--- config.mk ---
export PLATFORM = sky130hd
export DESIGN_NAME = cap_matcher
export DESIGN_NICKNAME = d
export VERILOG_FILES = /design/src/rtl/cap_match_pkg.sv /design/src/rtl/du_encoder.sv /design/src/rtl/key_len_decoder.sv /design/src/rtl/cap_table.sv /design/src/rtl/cap_matcher.sv
export SDC_FILE = /design/constraint.sdc
export NUM_CORES = 1
export LEC_CHECK = 0
export BUFFER_PORTS_ARGS = -buffer_cell sky130_fd_sc_hd__buf_2
export CAP_MARGIN = 20
export CORE_ASPECT_RATIO = 2
export CORE_MARGIN = 2
export CORE_UTILIZATION = 45
export DETAILED_ROUTE_END_ITERATION = 6
export PLACE_DENSITY = 0.71
export SLEW_MARGIN = 20
export SYNTH_ARGS = -nofsm -noshare
export SYNTH_HDL_FRONTEND = slang
export SYNTH_SLANG_ARGS = --single-unit
--- constraint.sdc ---
create_clock -name clk -period 2.5 [get_ports clk]
set_input_delay 0.25 -clock clk [delete_from_list [all_inputs] [get_ports clk]]
set_output_delay 0.25 -clock clk [all_outputs]
set_load 0.02 [all_outputs]
--- src/rtl/cap_match_pkg.sv ---
package cap_match_pkg;
  parameter int unsigned ALG_W     = 8;
  parameter int unsigned KSZ_W     = 8;
  parameter int unsigned MASK_W    = 8;
  parameter int unsigned DU_W      = 20;
  parameter int unsigned KLEN_W    = 7;
  parameter int unsigned N_ENTRIES = 16;
  parameter int unsigned MIN_DU    = 512;
  parameter int unsigned MAX_KEY   = 64;
  parameter int unsigned XTS_ALG   = 0;

  typedef enum logic [KSZ_W-1:0] {
    KSZ_128 = 8'd1,
    KSZ_192 = 8'd2,
    KSZ_256 = 8'd3,
    KSZ_512 = 8'd4
  } ksz_code_e;
endpackage

--- src/rtl/du_encoder.sv ---
module du_encoder #(
  parameter int unsigned DU_W   = cap_match_pkg::DU_W,
  parameter int unsigned MASK_W = cap_match_pkg::MASK_W,
  parameter int unsigned MIN_DU = cap_match_pkg::MIN_DU
) (
  input  logic [DU_W-1:0]   du_bytes,
  output logic [MASK_W-1:0] du_mask,
  output logic              du_err
);
  localparam int unsigned SHIFT  = $clog2(MIN_DU);
  localparam logic [DU_W-1:0] LO = DU_W'(MIN_DU);
  localparam logic [DU_W-1:0] HI = DU_W'(MIN_DU << (MASK_W - 1));

  logic pow2;
  logic legal;

  always_comb begin
    pow2    = (du_bytes != '0) && ((du_bytes & (du_bytes - 1'b1)) == '0);
    legal   = pow2 && (du_bytes >= LO) && (du_bytes <= HI);
    du_mask = legal ? MASK_W'(du_bytes >> SHIFT) : '0;
    du_err  = !legal;
    a_mask_onehot_r2: assert ($onehot0(du_mask));
  end
endmodule

--- src/rtl/key_len_decoder.sv ---
module key_len_decoder #(
  parameter int unsigned ALG_W   = cap_match_pkg::ALG_W,
  parameter int unsigned KSZ_W   = cap_match_pkg::KSZ_W,
  parameter int unsigned KLEN_W  = cap_match_pkg::KLEN_W,
  parameter int unsigned MAX_KEY = cap_match_pkg::MAX_KEY,
  parameter int unsigned XTS_ALG = cap_match_pkg::XTS_ALG
) (
  input  logic [ALG_W-1:0]  alg,
  input  logic [KSZ_W-1:0]  ksz,
  output logic [KLEN_W-1:0] key_len,
  output logic              key_err
);
  import cap_match_pkg::*;
  localparam int unsigned SUM_W = KLEN_W + 1;

  logic [SUM_W-1:0] base_len;
  logic [SUM_W-1:0] total_len;

  always_comb begin
    unique case (ksz)
      KSZ_128: base_len = SUM_W'(16);
      KSZ_192: base_len = SUM_W'(24);
      KSZ_256: base_len = SUM_W'(32);
      KSZ_512: base_len = SUM_W'(64);
      default: base_len = '0;
    endcase
    total_len = (alg == ALG_W'(XTS_ALG)) ? (base_len << 1) : base_len;
    key_err   = (base_len == '0) || (total_len > SUM_W'(MAX_KEY));
    key_len   = key_err ? '0 : KLEN_W'(total_len);
    a_len_bound_r8: assert (key_err || (key_len != '0 && key_len <= KLEN_W'(MAX_KEY)));
  end
endmodule

--- src/rtl/cap_table.sv ---
module cap_table #(
  parameter int unsigned N_ENTRIES = cap_match_pkg::N_ENTRIES,
  parameter int unsigned ALG_W     = cap_match_pkg::ALG_W,
  parameter int unsigned KSZ_W     = cap_match_pkg::KSZ_W,
  parameter int unsigned MASK_W    = cap_match_pkg::MASK_W,
  localparam int unsigned IDX_W    = $clog2(N_ENTRIES),
  localparam int unsigned CNT_W    = $clog2(N_ENTRIES + 1)
) (
  input  logic              clk,
  input  logic              rst_n,
  input  logic              wr_en,
  input  logic [IDX_W-1:0]  wr_idx,
  input  logic [ALG_W-1:0]  wr_alg,
  input  logic [KSZ_W-1:0]  wr_ksz,
  input  logic [MASK_W-1:0] wr_mask,
  input  logic [CNT_W-1:0]  active_cnt,
  input  logic [ALG_W-1:0]  q_alg,
  input  logic [KSZ_W-1:0]  q_ksz,
  input  logic [MASK_W-1:0] q_mask,
  output logic              hit_any,
  output logic [IDX_W-1:0]  hit_idx
);
  logic [N_ENTRIES-1:0] hit;

  for (genvar e = 0; e < N_ENTRIES; e++) begin : g_entry
    logic [ALG_W-1:0]  alg_q;
    logic [KSZ_W-1:0]  ksz_q;
    logic [MASK_W-1:0] mask_q;
    logic              load;

    assign load = wr_en && (wr_idx == IDX_W'(e));

    always_ff @(posedge clk or negedge rst_n) begin
      if (!rst_n) begin
        alg_q  <= '0;
        ksz_q  <= '0;
        mask_q <= '0;
      end else if (load) begin
        alg_q  <= wr_alg;
        ksz_q  <= wr_ksz;
        mask_q <= wr_mask;
      end
    end

    assign hit[e] = (CNT_W'(e) < active_cnt) && (alg_q == q_alg) &&
                    (ksz_q == q_ksz) && ((mask_q & q_mask) != '0);
  end

  always_comb begin
    hit_idx = '0;
    for (int i = N_ENTRIES - 1; i >= 0; i--) begin
      if (hit[i]) hit_idx = IDX_W'(i);
    end
    hit_any = |hit;
  end
endmodule

--- src/rtl/cap_matcher.sv ---
module cap_matcher #(
  parameter int unsigned N_ENTRIES = cap_match_pkg::N_ENTRIES,
  parameter int unsigned ALG_W     = cap_match_pkg::ALG_W,
  parameter int unsigned KSZ_W     = cap_match_pkg::KSZ_W,
  parameter int unsigned MASK_W    = cap_match_pkg::MASK_W,
  parameter int unsigned DU_W      = cap_match_pkg::DU_W,
  parameter int unsigned KLEN_W    = cap_match_pkg::KLEN_W,
  localparam int unsigned IDX_W    = $clog2(N_ENTRIES),
  localparam int unsigned CNT_W    = $clog2(N_ENTRIES + 1)
) (
  input  logic              clk,
  input  logic              rst_n,
  input  logic              wr_en,
  input  logic [IDX_W-1:0]  wr_idx,
  input  logic [ALG_W-1:0]  wr_alg,
  input  logic [KSZ_W-1:0]  wr_ksz,
  input  logic [MASK_W-1:0] wr_mask,
  input  logic              cnt_wr_en,
  input  logic [CNT_W-1:0]  cnt_val,
  input  logic              req_valid,
  input  logic [ALG_W-1:0]  req_alg,
  input  logic [KSZ_W-1:0]  req_ksz,
  input  logic [DU_W-1:0]   req_du,
  output logic              done,
  output logic              found,
  output logic [IDX_W-1:0]  match_idx,
  output logic [MASK_W-1:0] du_mask,
  output logic              du_err,
  output logic [KLEN_W-1:0] key_len,
  output logic              key_err
);
  logic [CNT_W-1:0]  cnt_q, cnt_d;
  logic [MASK_W-1:0] mask_c;
  logic              du_err_c;
  logic [KLEN_W-1:0] klen_c;
  logic              kerr_c;
  logic              hit_c;
  logic [IDX_W-1:0]  idx_c;

  du_encoder #(.DU_W(DU_W), .MASK_W(MASK_W)) i_du_enc (
    .du_bytes(req_du), .du_mask(mask_c), .du_err(du_err_c)
  );

  key_len_decoder #(.ALG_W(ALG_W), .KSZ_W(KSZ_W), .KLEN_W(KLEN_W)) i_klen (
    .alg(req_alg), .ksz(req_ksz), .key_len(klen_c), .key_err(kerr_c)
  );

  cap_table #(.N_ENTRIES(N_ENTRIES), .ALG_W(ALG_W), .KSZ_W(KSZ_W),
              .MASK_W(MASK_W)) i_table (
    .clk(clk), .rst_n(rst_n), .wr_en(wr_en), .wr_idx(wr_idx),
    .wr_alg(wr_alg), .wr_ksz(wr_ksz), .wr_mask(wr_mask),
    .active_cnt(cnt_q), .q_alg(req_alg), .q_ksz(req_ksz), .q_mask(mask_c),
    .hit_any(hit_c), .hit_idx(idx_c)
  );

  always_comb begin
    cnt_d = cnt_wr_en ? cnt_val : cnt_q;
  end

  always_ff @(posedge clk or negedge rst_n) begin
    if (!rst_n) cnt_q <= '0;
    else        cnt_q <= cnt_d;
  end

  always_ff @(posedge clk or negedge rst_n) begin
    if (!rst_n) done <= 1'b0;
    else        done <= req_valid;
  end

  always_ff @(posedge clk or negedge rst_n) begin
    if (!rst_n) begin
      found     <= 1'b0;
      match_idx <= '0;
      du_mask   <= '0;
      du_err    <= 1'b0;
      key_len   <= '0;
      key_err   <= 1'b0;
    end else if (req_valid) begin
      found     <= hit_c;
      match_idx <= idx_c;
      du_mask   <= mask_c;
      du_err    <= du_err_c;
      key_len   <= klen_c;
      key_err   <= kerr_c;
    end
  end

  p_done_follows_req_r9: assert property (@(posedge clk) disable iff (!rst_n)
    req_valid |=> done);
  p_done_single_r9: assert property (@(posedge clk) disable iff (!rst_n)
    !req_valid |=> !done);
  p_hold_results_r9: assert property (@(posedge clk) disable iff (!rst_n)
    !req_valid |=> $stable(found) && $stable(match_idx) && $stable(key_len));
  p_idx_in_range_r6: assert property (@(posedge clk) disable iff (!rst_n)
    req_valid |=> (!found || (CNT_W'(match_idx) < $past(cnt_q))));
  p_bad_du_no_match_r3: assert property (@(posedge clk) disable iff (!rst_n)
    du_err |-> (!found && du_mask == '0));
  p_miss_idx_zero_r6: assert property (@(posedge clk) disable iff (!rst_n)
    !found |-> match_idx == '0);
  p_key_err_len_r7: assert property (@(posedge clk) disable iff (!rst_n)
    key_err |-> key_len == '0);
endmodule

==> metrics.md, run 1 <==
| Metric | Value |
|---|---|
| Area Overhead vs Synth | `20.70%` |
| Worst setup slack after layout | `27.56 ps` |
| CP startpoint | `cnt_q[1]` |
| Vias | `14.95k` |
| Yosys top cell by area | `dfrtp_1` |
| Worst-path cell chain | `buf_6 > or2_4 > a31oi_1 > buf_4 > or4_1 > nor3_2 > buf_4 > o22ai_1 > o221a_2 > o2111ai_2 > nand3_1` |
| WP data required | `2930 ps` |
| Netlist cell types | `63` |
| P_leak | `10.52 nW` |
| Worst setup SP type | `register` |
| Max Fclk | `404.5 MHz` |
| Total track usage | `28.08%` |
| I/O Buffers | `93` |
| Yosys warning count | `0` |
| Total Wirelength | `65,900 µm` |
| R2r startpoint | `cnt_q[1]` |
| Post-Layout Inst Area | `24,380 µm²` |
| Clk Latency, worst-skew pair | `550 ps` |
| CTS tree | `built` |
| Number of core rows | `109` |
| Post-synth EDFFs | `0` |
| Worst Hold Slack | `21.50 ps` |
| Cell Area, Placed | `22,660 µm²` |
| DRC Markers | `0` |
| Final Hold Vio Count | `0` |
| Final core utilization | `55.01%` |
| Largest delay share family, worst path | `simple AND/OR/NAND/NOR gates` |
| Total power | `19.72 mW` |
| Relative slew margins | `53.60%` |
| Ratio of cells with drive above 1 in the final layout | `43.84%` |
| Vias in the first global route | `16.32k` |
| Drt pass-1 iters | `7` |
| CTS max path bufs | `3` |
| Worst Path Arrival | `2910 ps` |
| ANT nets after route | `0` |
| Total CTS buffers | `37` |
| Placed insts | `2,357` |
| Critical Path End Type | `register` |
| GP Congestion | `0.9498` |
| DIE AREA | `46,700 µm²` |
| Top post-synthesis cells by count | `409 x dfrtp_1, 389 x mux2_2, 175 x xor2_1` |
| Crit-path most repeated cell | `buf_4` |
| Hold_sp | `req_valid` |
| Post-Syn Area | `20,200 µm²` |
| Most frequent cell after synthesis | `dfrtp_1` |
| VDD IR max | `0.4467 mV` |
| Setup violations, final | `0` |
| First-pass GRT wire length | `97,920 µm` |
| Hold Crit Class | `in -> reg` |
| CTS Root Cell | `clkbuf_16` |
| Mapped Avg Cell Area | `12.45 µm²` |
| Grt ovf | `0` |
| Top-area cell type share of the netlist area | `50.67%` |
| WP depth | `11` |
| PwrDens | `808.9 nW/µm²` |
| Multi-input combinational cell area | `9812 µm²` |
| Setup TNS | `0 ps` |
| Initial Utilization | `45.58%` |
| Layout Cells excl Fill | `2,438` |
| Sequential Area | `10,240 µm²` |
| Crit-path max cell delay | `530 ps` |
| # clock sinks | `409` |
| Post-layout nets | `1,930` |
| Run status | `finished, final reports clean` |
| Depth of the most critical reg-to-reg path | `11` |
| Detailed-route wire length per cell | `27.03 µm` |
| Tmin final | `2472 ps` |
| Io pins | `97` |
| Die height | `303.6 µm` |
| Die Wd | `153.8 µm` |
| WHS Path Cells | `1` |
| Post-synth top flop | `dfrtp_1` |
| RSZ-0062 raised after global routing | `yes` |
| Final Max Tran Viols | `0` |
| Ys async rst share | `100.0%` |
| Via density | `6.131` |
| Dpl hpwl | `46,590 µm` |
| Crit path max fanout | `3` |
| Period utilization | `98.90%` |
| Setup CP Type | `reg -> reg` |
| Synth area leaders | `dfrtp_1 51%, mux2_2 22%, xor2_1 7.6%` |
| Seq/Total Area, Yosys | `50.67%` |
| Setup WS pre-CTS | `-491.4 ps` |
| Fill cells | `3,578` |
| Max_cap viols | `0` |
| Worst Skew | `22.47 ps` |
| Antenna violations before repair | `1` |
| Initial DRC Count | `1,129` |
| H-Tree Level Count | `2` |
| Largest net degree at the start of global routing | `64` |
| Measured slew at the worst slew-check pin | `696.0 ps` |
| Worst-path clk slew | `70 ps` |
| CP max stage cell | `or4_1` |
| WP buf/inv | `3` |
| Syn Inst Count | `1,623` |
| Core ar. | `44,320 µm²` |
| Synth Register Bits | `409` |
==> final cells by class <==
class / instances / area share [%]
sequential: 409 / 42.00
clock buffer: 50 / 4.418
multi-input combinational: 1087 / 40.24
timing repair buffer: 312 / 9.699
antenna: 1 / 0.01026
tap: 555 / 2.848
inverter: 9 / 0.1386
clock inverter: 15 / 0.6466
==> path summary, 6_finish.rpt <==
kind                                                endpoint  slack, ps
worst max register to register                  match_idx[0]         30
min in group asynchronous       i_table.g_entry[12].ksz_q[6]        250
worst max-delay path                            match_idx[0]         30
worst min register to register                       key_err        500
worst min-delay path                                    done         20
max in group asynchronous        i_table.g_entry[6].alg_q[1]       1390
==> logic make-up after synthesis <==
kind of cell	share of synthesized area, %
other cells	0.01856
xor+xnor	11.27
flops	50.67
mux	21.68
simple gates	8.709
fa+ha+maj	0.09911
compound gates	4.899
buf+inv	2.657
==> worst reg2reg max path: cells and delay by family (launching register included) <==
kind	cells	cell delay [ps]
buffers and inverters	3	490
and+or+nand+nor	4	850
AOI/OAI and AO/OA	4	620
DFF	1	410
==> sequential cells by signal, summed over array words and instances, names as in the netlist <==
name                    count
cnt_q                       5
done                        1
du_err                      1
du_mask                     8
found                       1
i_table.g_entry.alg_q     128
i_table.g_entry.ksz_q     128
i_table.g_entry.mask_q    128
key_err                     1
key_len                     4
match_idx                   4
==> repair_timing <==
| item | in CTS | in global routing |
|---|---|---|
| resized for setup | 23 | 43 |
| gates cloned | 0 | 0 |
| endpoints found under the setup margin | 5 | 5 |
| hold endpoints to repair | 54 | 0 |
| hold buffers | 5 | 0 |
| pin swaps | 13 | 17 |
| setup buffers | 11 | 3 |
==> where the power goes <==
| part | internal (mW) | switching, mW | total (mW) |
|---|---|---|---|
| sequential | 8.08 | 0.945 | 9.02 |
| clock | 3.34 | 2.59 | 5.93 |
| combinational | 2.47 | 2.30 | 4.77 |
| total | 13.9 | 5.83 | 19.7 |
==> cells in the final DEF (no fill, tap or decap), types with 4 or more instances in the layout <==
cell / count
or4_1: 15
clkbuf_16: 39
nor2_1: 27
clkbuf_1: 5
nor2_2: 10
xnor2_2: 7
o2bb2ai_1: 9
dlygate4sd3_1: 5
nand4_1: 58
nand4b_1: 4
and4_1: 5
a21oi_1: 4
a22oi_1: 65
nor4b_1: 5
mux2_2: 389
buf_4: 194
inv_1: 9
nor4_2: 9
clkbuf_8: 6
or3_1: 7
nand2b_1: 5
clkinv_2: 10
nor4_1: 59
o21ai_0: 8
xor2_1: 174
nor3_1: 18
xnor2_1: 77
dfrtp_2: 4
dfrtp_1: 405
nor4_4: 4
nand2_1: 34
or4_4: 5
buf_2: 92
nand3_1: 14
buf_12: 18
==> per-layer routing <==
metal / track usage [%] / vias up / share of wire (%)
met3: 4.161 / 316 / 5.1
met4: 23.26 / 2 / 9.5
met2: 50.80 / 658 / 52
li1: - / 6346 / -
met5: 0 / - / 0.024
met1: 28.06 / 7626 / 33
(Power assumes the default switching activity.)
==> run 2: changes to the inputs <==
- CORE_MARGIN: 2 -> default
==> metrics.md, run 2 (synthesized netlist as in run 1, its figures left out) <==
| Metric | Value |
|---|---|
| Most frequent cells in the layout | `407 x dfrtp_1, 389 x mux2_2, 184 x buf_4` |
| Initial DRC Count | `938` |
| Crit-path max cell delay | `510 ps` |
| Top flop regs | `i_table.g_entry.alg_q: 128 flops, i_table.g_entry.ksz_q: 128 flops, i_table.g_entry.mask_q: 128 flops` |
| Hold path endpoint | `cnt_q[2]` |
| Reg2reg end | `match_idx[0]` |
| PwrDens | `805.4 nW/µm²` |
| Setup TNS | `-298.2 ps` |
| Depth of the most critical reg-to-reg path | `9` |
| R2r startpoint | `i_table.g_entry[13].ksz_q[3]` |
| VDD IR max | `0.4932 mV` |
| Largest net degree at the start of global routing | `75` |
| Total CTS buffers | `37` |
| First-pass GRT wire length | `97,660 µm` |
| WP data required | `2980 ps` |
| Worst Skew | `20.93 ps` |
| Hold Crit Class | `in -> reg` |
| Vias | `14.88k` |
| Measured slew at the worst slew-check pin | `706.9 ps` |
| CTS Root Cell | `clkbuf_16` |
| Crit path max fanout | `2` |
| CTS tree | `built` |
| Dpl hpwl | `45,840 µm` |
| WHS Path Cells | `2` |
| CTS max path bufs | `3` |
| Run status | `complete, but fails checks` |
| GP Congestion | `1.020` |
| Final Hold Vio Count | `0` |
| DRC Markers | `0` |
| DIE AREA | `45,790 µm²` |
| Worst-path cell chain | `xnor2_2 > buf_4 > nand4_1 > or4_1 > or4_4 > o22ai_2 > o221a_2 > o2111ai_2 > nand3_1` |
| Commonest non-fill, non-tap cell in the layout | `dfrtp_1` |
| CP startpoint | `i_table.g_entry[13].ksz_q[3]` |
| Ratio of cells with drive above 1 in the final layout | `42.82%` |
| Tmin final | `2601 ps` |
| Relative slew margins | `52.87%` |
| ANT nets after route | `0` |
| Detailed-route wire length per cell | `26.95 µm` |
| Clk Latency, worst-skew pair | `540 ps` |
| Core ar. | `44,190 µm²` |
| Worst setup SP type | `register` |
| Via density | `6.126` |
| I/O Buffers | `93` |
| Worst-path clk slew | `70 ps` |
| Critical Path End Type | `register` |
| # clock sinks | `409` |
| Post-layout nets | `1,922` |
| Io pins | `97` |
| Setup CP Type | `reg -> reg` |
| Number of core rows | `109` |
| Total track usage | `28.84%` |
| Initial Utilization | `45.72%` |
| Max Fclk | `384.4 MHz` |
| CP max stage cell | `or4_4` |
| Grt ovf | `0` |
| Failing checks | `setup timing` |
| RSZ-0062 raised after global routing | `yes` |
| R2R Setup Slk | `-100 ps` |
| Max_cap viols | `0` |
| Period utilization | `104.1%` |
| Final Max Tran Viols | `0` |
| Setup WS pre-CTS | `-650.8 ps` |
| Vias in the first global route | `15.88k` |
| Worst setup slack after layout | `-101.3 ps` |
| Hold_sp | `cnt_val[2]` |
| Antenna violations before repair | `0` |
| Drt pass-1 iters | `5` |
| H-Tree Level Count | `2` |
| Setup violations, final | `5` |
| Die Wd | `151.8 µm` |
| Worst Path Arrival | `3080 ps` |
| Die height | `301.6 µm` |
| P_leak | `10.46 nW` |
| Total Wirelength | `65,460 µm` |
| Area Overhead vs Synth | `19.83%` |
[run 2: cell count changes in the layout (fill, tap and decap cells not counted), sizes merged]
cell | previous run | this run
buf | 307 | 300
clkinv | 11 | 9
clkinvlp | 0 | 3
bufinv | 3 | 1
dlygate4sd3 | 5 | 4
[run 2: where the power goes]
group | internal [mW] | total (mW) | switching, mW
Sequential | 8.08 | 9.05 | 0.966
Clock | 3.20 | 5.76 | 2.56
Combinational | 2.44 | 4.69 | 2.25
Total | 13.7 | 19.5 | 5.78
[run 2: final cells by class]
class | instances | area (µm²)
Inverter | 9 | 33.78
Tap cell | 555 | 694.4
Timing Repair Buffer | 304 | 2331
Sequential cell | 409 | 10240
Multi-Input combinational cell | 1087 | 9696
Clock buffer | 50 | 1097
Fill cell | 3708 | 19980
Antenna cell | 1 | 2.502
Clock inverter | 14 | 113.9
[run 2: how the worst max path moves through the flow]
| stage | end | slack (ps) | cells past startpoint |
|---|---|---|---|
| finish | match_idx[0] | -100 | 9 |
| global route | match_idx[0] | -250 | 11 |
| CTS | match_idx[2] | -50 | 10 |
| detailed placement | match_idx[1] | -650 | 11 |
| global placement | match_idx[1] | -620 | 11 |
| floorplan | match_idx[0] | 40 | 9 |
[run 2: layer usage]
metal / part of all wire (%) / global-route usage, % / vias up / wire length [µm]
li1: - / - / 6331 / -
met1: 35 / 30.37 / 7644 / 22940
met2: 51 / 50.97 / 605 / 33270
met3: 4.3 / 3.535 / 299 / 2839
met4: 9.8 / 24.69 / 0 / 6409
met5: 0 / 0 / - / 0
[run 2: repair_timing]
action	4_1_cts	5_1_grt
endpoints found under the setup margin	5	5
setup buffers	5	2
endpoints found under the hold margin	61	0
pin swaps	14	9
resized for setup	43	7
hold buffers	4	0
[run 2: stage by stage]
stage	hold slack, ps	std cells	util, %	power (mW)	cell area [µm²]
after floorplan	-45.59	1625	-	11.81	20210
after global placement	248.6	2354	51.28	13.46	22660
after detailed placement	251.4	2354	51.28	13.69	22660
after CTS	6.522	2427	54.69	19.51	24170
after global routing	12.90	2428	54.77	20.31	24200
final	27.17	2429	54.78	19.49	24210
[run 2: critical path: cells and delay by family, from the launching register on]
kind | cells | cell delay [ps]
buffers and inverters | 1 | 160
AOI/OAI and AO/OA | 3 | 520
and+or+nand+nor | 4 | 1200
DFF | 1 | 410
xor gates and xnor gates | 1 | 240
